File: src/rtl/pcm_port_pkg.sv
package pcm_port_pkg;

    localparam int SAMPLE_W   = 8;
    localparam int GAP_BITS   = 2;
    localparam int FRAME_LAST = 2 * SAMPLE_W + GAP_BITS - 1;
    localparam int POS_W      = $clog2(FRAME_LAST + 2);

    typedef logic [SAMPLE_W-1:0] sample_t;
    typedef logic [POS_W-1:0]    pos_t;

    typedef enum logic [1:0] {
        TM_DELAYED  = 2'd0,
        TM_NORMAL   = 2'd1,
        TM_REVERSED = 2'd2
    } timing_e;

    typedef struct packed {
        logic    gapped;
        logic    chan_b2;
        logic    enable;
        logic    seven_bit;
        logic    loopback;
        logic    rx_override;
        logic    tx_override;
        timing_e timing;
    } port_cfg_t;

    typedef struct packed {
        logic in_slot;
        logic last_bit;
        logic lsb_masked;
        pos_t bit_idx;
        logic slot_begin_next;
    } slot_info_t;

    function automatic timing_e decode_timing(logic nodelay, logic rev);
        if (!nodelay) return TM_DELAYED;
        return rev ? TM_REVERSED : TM_NORMAL;
    endfunction

    function automatic pos_t slot_start(logic second, logic gapped);
        if (!second) return '0;
        return gapped ? pos_t'(SAMPLE_W + GAP_BITS) : pos_t'(SAMPLE_W);
    endfunction

endpackage

File: src/rtl/pcm_frame_timer.sv
module pcm_frame_timer
    import pcm_port_pkg::*;
(
    input  logic       clk,
    input  logic       rst,
    input  logic       fsync,
    input  port_cfg_t  cfg,
    output slot_info_t slot
);

    pos_t pos_q, pos_n;
    logic act_q, act_n;
    logic pend_q, pend_n;

    always_comb begin
        pos_n  = pos_q;
        act_n  = act_q;
        pend_n = 1'b0;
        if (fsync) begin
            pos_n = '0;
            if (cfg.timing == TM_DELAYED) begin
                act_n  = 1'b0;
                pend_n = 1'b1;
            end else begin
                act_n = 1'b1;
            end
        end else if (pend_q) begin
            act_n = 1'b1;
            pos_n = '0;
        end else if (act_q) begin
            if (pos_q == pos_t'(FRAME_LAST)) act_n = 1'b0;
            else                             pos_n = pos_q + pos_t'(1);
        end
    end

    always_ff @(posedge clk) begin
        if (rst) begin
            pos_q  <= '0;
            act_q  <= 1'b0;
            pend_q <= 1'b0;
        end else begin
            pos_q  <= pos_n;
            act_q  <= act_n;
            pend_q <= pend_n;
        end
    end

    logic second;
    pos_t start, stop, rel;

    always_comb begin
        second = cfg.chan_b2 ^ (cfg.timing == TM_REVERSED);
        start  = slot_start(second, cfg.gapped);
        stop   = start + pos_t'(SAMPLE_W);
        rel    = pos_q - start;
        slot.in_slot         = act_q && (pos_q >= start) && (pos_q < stop);
        slot.bit_idx         = rel;
        slot.last_bit        = slot.in_slot && (rel == pos_t'(SAMPLE_W - 1));
        slot.lsb_masked      = slot.last_bit && cfg.seven_bit;
        slot.slot_begin_next = act_n && (pos_n == start);
    end

endmodule

File: src/rtl/pcm_tx_path.sv
module pcm_tx_path
    import pcm_port_pkg::*;
(
    input  logic       clk,
    input  logic       rst,
    input  port_cfg_t  cfg,
    input  slot_info_t slot,
    input  sample_t    enc_sample,
    input  sample_t    txreg_data,
    input  sample_t    rxreg_q,
    output logic       txd,
    output logic       tx_oe
);

    sample_t word_q, pick, shifted;
    logic    drive;

    always_comb begin
        if (cfg.loopback)         pick = rxreg_q;
        else if (cfg.tx_override) pick = txreg_data;
        else                      pick = enc_sample;
    end

    always_ff @(posedge clk) begin
        if (rst)
            word_q <= '0;
        else if (slot.slot_begin_next && cfg.enable)
            word_q <= pick;
    end

    always_comb begin
        drive   = cfg.enable && slot.in_slot && !slot.lsb_masked;
        shifted = word_q << slot.bit_idx;
        tx_oe   = drive;
        txd     = drive ? shifted[SAMPLE_W-1] : 1'b0;
    end

endmodule

File: src/rtl/pcm_rx_path.sv
module pcm_rx_path
    import pcm_port_pkg::*;
(
    input  logic       clk,
    input  logic       rst,
    input  port_cfg_t  cfg,
    input  slot_info_t slot,
    input  logic       rxd,
    input  sample_t    rxreg_wdata,
    input  logic       rxreg_we,
    output sample_t    rxreg_q,
    output sample_t    dec_sample,
    output logic       dec_valid
);

    logic [SAMPLE_W-2:0] sh_q;
    sample_t             full;

    always_comb full = {sh_q, (cfg.seven_bit ? 1'b0 : rxd)};

    always_ff @(negedge clk) begin
        if (rst) begin
            sh_q       <= '0;
            rxreg_q    <= '0;
            dec_sample <= '0;
            dec_valid  <= 1'b0;
        end else begin
            dec_valid <= 1'b0;
            if (rxreg_we) rxreg_q <= rxreg_wdata;
            if (cfg.enable && slot.in_slot) begin
                if (!slot.last_bit) begin
                    sh_q <= {sh_q[SAMPLE_W-3:0], rxd};
                end else begin
                    if (!cfg.rx_override) rxreg_q <= full;
                    if (!cfg.loopback) begin
                        dec_valid  <= 1'b1;
                        dec_sample <= cfg.rx_override ? rxreg_q : full;
                    end
                end
            end
        end
    end

endmodule

File: src/rtl/pcm_slot_port.sv
module pcm_slot_port
    import pcm_port_pkg::*;
(
    input  logic       clk,
    input  logic       rst,
    input  logic       fsync,
    input  logic       rxd,
    input  logic       cfg_gap,
    input  logic       cfg_chan,
    input  logic       cfg_en,
    input  logic       cfg_b7,
    input  logic       cfg_loop,
    input  logic       cfg_rx_ovr,
    input  logic       cfg_tx_ovr,
    input  logic       cfg_nodelay,
    input  logic       cfg_rev,
    input  logic [7:0] enc_sample,
    input  logic [7:0] txreg_data,
    input  logic [7:0] rxreg_wdata,
    input  logic       rxreg_we,
    output logic       txd,
    output logic       tx_oe,
    output logic [7:0] rxreg_q,
    output logic [7:0] dec_sample,
    output logic       dec_valid
);

    port_cfg_t  cfg;
    slot_info_t slot;

    always_comb begin
        cfg.gapped      = cfg_gap;
        cfg.chan_b2     = cfg_chan;
        cfg.enable      = cfg_en;
        cfg.seven_bit   = cfg_b7;
        cfg.loopback    = cfg_loop;
        cfg.rx_override = cfg_rx_ovr;
        cfg.tx_override = cfg_tx_ovr;
        cfg.timing      = decode_timing(cfg_nodelay, cfg_rev);
    end

    pcm_frame_timer u_timer (
        .clk   (clk),
        .rst   (rst),
        .fsync (fsync),
        .cfg   (cfg),
        .slot  (slot)
    );

    pcm_tx_path u_tx (
        .clk        (clk),
        .rst        (rst),
        .cfg        (cfg),
        .slot       (slot),
        .enc_sample (enc_sample),
        .txreg_data (txreg_data),
        .rxreg_q    (rxreg_q),
        .txd        (txd),
        .tx_oe      (tx_oe)
    );

    pcm_rx_path u_rx (
        .clk         (clk),
        .rst         (rst),
        .cfg         (cfg),
        .slot        (slot),
        .rxd         (rxd),
        .rxreg_wdata (rxreg_wdata),
        .rxreg_we    (rxreg_we),
        .rxreg_q     (rxreg_q),
        .dec_sample  (dec_sample),
        .dec_valid   (dec_valid)
    );

endmodule


File: config.mk
export PLATFORM = sky130hd
export DESIGN_NAME = pcm_slot_port
export DESIGN_NICKNAME = d
export VERILOG_FILES = /design/src/rtl/pcm_port_pkg.sv /design/src/rtl/pcm_frame_timer.sv /design/src/rtl/pcm_tx_path.sv /design/src/rtl/pcm_rx_path.sv /design/src/rtl/pcm_slot_port.sv
export SDC_FILE = /design/constraint.sdc
export NUM_CORES = 1
export LEC_CHECK = 0
export ABC_CLOCK_PERIOD_IN_PS = 2800
export BUFFER_PORTS_ARGS = -buffer_cell sky130_fd_sc_hd__buf_2
export CAP_MARGIN = 10
export CORE_MARGIN = 10
export CORE_UTILIZATION = 48
export CTS_CLUSTER_SIZE = 20
export DETAILED_ROUTE_END_ITERATION = 7
export PLACE_DENSITY = 0.86
export RECOVER_POWER = 100
export SLEW_MARGIN = 20
export SYNTH_ARGS = -nofsm -noshare
export SYNTH_HDL_FRONTEND = slang
export SYNTH_HIERARCHICAL = 1
export SYNTH_SLANG_ARGS = --single-unit
File: constraint.sdc
create_clock -name clk -period 2.8 [get_ports clk]
set_input_delay 0 -clock clk [delete_from_list [all_inputs] [get_ports clk]]
set_output_delay 0 -clock clk [all_outputs]
set_load 0.01 [all_outputs]
==> flow_summary.toml <==
[run_status]
status = "finished with violations"
violations = "setup timing"

[critical_path]
cp.buffers_inverters = 4
crit_family = "simple AND/OR/NAND/NOR gates"
end_kind = "register"
critPathRequiredTime_ns = 1.68
cp-start-kind = "input pin"
worst-endpoint-arrival_ns = 2.75
critPathMaxFanout = 8
slowest_delay_ns = 0.56
crit_chain = "buf_6 -> and2b_2 -> nor2b_4 -> mux2_4 -> nor2_4 -> ha_4 -> buf_6 -> xor2_2 -> or4_4 -> nor3_4 -> and4b_2 -> buf_12 -> buf_16 -> nor2_4 -> a211oi_2"
crit_type = "in -> reg"
cp_slowest_cell = "or4_4"

[clocking]
tritoncts = "done"
clk_latency_ns = 0.38
htree_levels = 2
clkSinkCount = 39
cts.path.max_buffers = 2
cts_root_buf = "clkbuf_8"
cts.clk_slew.worst_paths_ns = 0.09
ctsHoldBuffers = 0
cts_buffers = 5

[global_routing]
antenna_found_initial = 0
overflow = 0
grt_max_degree = 31
grt_first_pass_wirelength_mm = 11.36
grt_pass1_vias = 2560
track_usage_pct = 16.68

[route]
routedWlPerCell_um = 16.07
drc = 0
dr.pass1.iters = 4
avgViaCountPerCell = 5.424
ant_nets = 0
via_count = 2365
routed_wl_mm = 7.007
drt_iter0_markers = 185

[floorplan]
die_h_um = 89.84
num_io_pins = 57
initial_core_util_pct = 49.56
fp.dieW_um = 89.84
rows = 25
dieArea_um2 = 8070
core_um2 = 4723

[power_and_ir_drop]
p_leak_nw = 1.584
ir_drop_v = 0.0004248
power_density_nw_per_um2 = 427.7

[synthesis]
netlist_area_um2 = 2341
synth-main-ff-cell = "dfxtp_1"
yosysWarnings = 6
syn_avg_cell_area_um2 = 9.074
synth_cell_types = 53
yosysTopAreaCellShare_pct = 33.35
synth_enable_flop_cells = 0
synthTopCellsByArea = "dfxtp_1 (33%), mux2i_1 (12%), a211oi_1 (5.5%)"
seq_area_frac_synth_pct = 33.35
yosysTopAreaCell = "dfxtp_1"
yosys_register_bits = 39
synth_nets = 300
synthCells = 258
async_flop_share_pct = 0

[cells_and_area]
fin_area_um2 = 3277
syn2layout_area_growth_pct = 39.98
fin_nets = 410
drive_above_1_share_pct = 40.65
diodes = 0

[sta]
skew_ns = 0.07859
setup_viol = 24
maxSlewViolCount = 0
rsz0062_at_grt = "true"
hold_viol = 0
layout_setup_ws_ns = -1.064
relSlewSlack_pct = 61.84
worstMarginPinSlew_ns = 0.5724
final.setup.tns_ns = -23.93

[placed_design]
dpl.hpwl_mm = 4.947
place_area_um2 = 2854
gp_congestion = 0.8950
portBuffers = 56

[worst_hold_path]
hold_path_class = "in -> reg"

[run]
drv_cap = 0
synth_stat cells (2+ instances only):
cell       n
and4b_1    2
mux2i_1   28
buf_1      2
dfxtp_1   39
nor2_1    34
nor2b_1    3
nand4_1    2
or3_1      2
nand2b_1   9
nand3b_1   3
xor2_1     3
o211ai_1   8
buf_2      2
and2_1     2
xnor2_1    3
a21oi_1   11
nand2_1   14
nor3b_1    4
a211oi_1  17
nor3_1     7
buf_6      5
clkbuf_1   5
mux2_2     9
inv_1     10
buf_4      2
nand3_1    2
ha_1       4
repair_timing:
| item | CTS | global route |
|---|---|---|
| endpoints found under the setup margin | 24 | 32 |
| setup buffers | 8 | 2 |
| resized for setup | 14 | 12 |
| cloned | 2 | 0 |
| endpoints found under the hold margin | 0 | 0 |
| pin swaps | 9 | 4 |
state kept, by name, indices dropped and copies added (netlist names):
register / flops
u_timer/pend_q: 1
u_rx/dec_valid: 1
u_rx/rxreg_q: 8
u_timer/act_q: 1
u_timer/pos_q: 5
u_tx/word_q: 8
u_rx/dec_sample: 8
u_rx/sh_q: 7
worst paths after layout:
| check | startpoint | endpoint | slack (ns) | cells past startpoint |
|---|---|---|---|---|
| worst max-delay path | cfg_nodelay | u_rx/dec_sample[7] | -1.06 | 15 |
| worst min-delay path | txreg_data[6] | u_tx/word_q[6] | 0.13 | 4 |
| worst max register to register | u_timer/pos_q[3] | u_rx/dec_sample[7] | -1.03 | 11 |
| worst min register to register | u_tx/word_q[6] | u_tx/word_q[6] | 0.46 | 2 |
placed cells by master, fill, tap and decap left out, types with 2 or more instances in the layout:
master	instances
clkbuf_8	5
nor2_2	6
buf_4	36
nand3_1	2
or3_1	2
o211ai_1	8
nand2b_1	9
nor3_1	7
a211oi_2	5
nor3b_1	4
a211oi_1	13
buf_12	3
ha_4	2
inv_1	32
xor2_1	2
nand2_1	14
and2_2	2
a21oi_1	10
nor2b_1	3
inv_6	2
buf_6	3
nand3b_1	3
xnor2_1	2
nand4_1	2
mux2i_1	27
mux2_2	9
nor2_4	2
dfxtp_1	39
nor2_1	27
buf_2	54
nand4b_4	2
ha_1	2
stage by stage:
stage	power (mW)	hold WS (ns)	instances	setup WS (ns)	utilization, %
final	1.401	0.1264	436	-1.064	69.38
after global routing	1.491	0.1255	436	-1.153	69.38
after CTS	1.403	0.1229	435	-0.9840	68.29
after detailed placement	0.8815	0.4148	394	-1.497	60.42
after global placement	0.8729	0.4042	394	-1.384	60.42
after floorplan	0.7830	0.07161	258	-1.309	-
tightest hold or removal path, cell delays in order:
cell	delay [ns]
buf_2	0.07
mux2_2	0.14
o211ai_1	0.08
a21oi_1	0.11
routing by layer:
layer | track usage (%) | vias to the layer above | routed length [um]
met4 | 12.40 | 0 | 359
met5 | 0 | - | 0
met3 | 3.907 | 30 | 309
li1 | - | 1139 | -
met1 | 17.01 | 1115 | 2736
met2 | 29.06 | 81 | 3602
logic make-up (layout without fill, tap and decap cells):
logic type                 Yosys count  after routing  share of synthesized area [%]
muxes                               39             39                          17.90
and+or+nand+nor                     96             97                          22.82
AOI/OAI and AO/OA                   46             46                          14.27
xor gates and xnor gates             6              6                          2.245
DFF                                 39             39                          33.35
buffers and inverters               28            138                          7.269
adders and majority gates            4              4                          2.138
final cells by class:
class / instances / area, um2
clock buffer: 5 / 68.82
tap: 67 / 83.83
inverter: 9 / 33.78
timing repair buffer: 97 / 661.9
multi-input combinational: 192 / 1534
clock inverter: 27 / 113.9
fill: 332 / 1446
sequential: 39 / 780.7
where the power goes:
group | switching, mW | leakage [nW] | internal [mW]
combinational | 0.127 | 1.09 | 0.135
clock | 0.328 | 0.177 | 0.228
sequential | 0.0118 | 0.317 | 0.571
total | 0.467 | 1.58 | 0.934
Note: power is estimated with default switching activity, not from simulation.
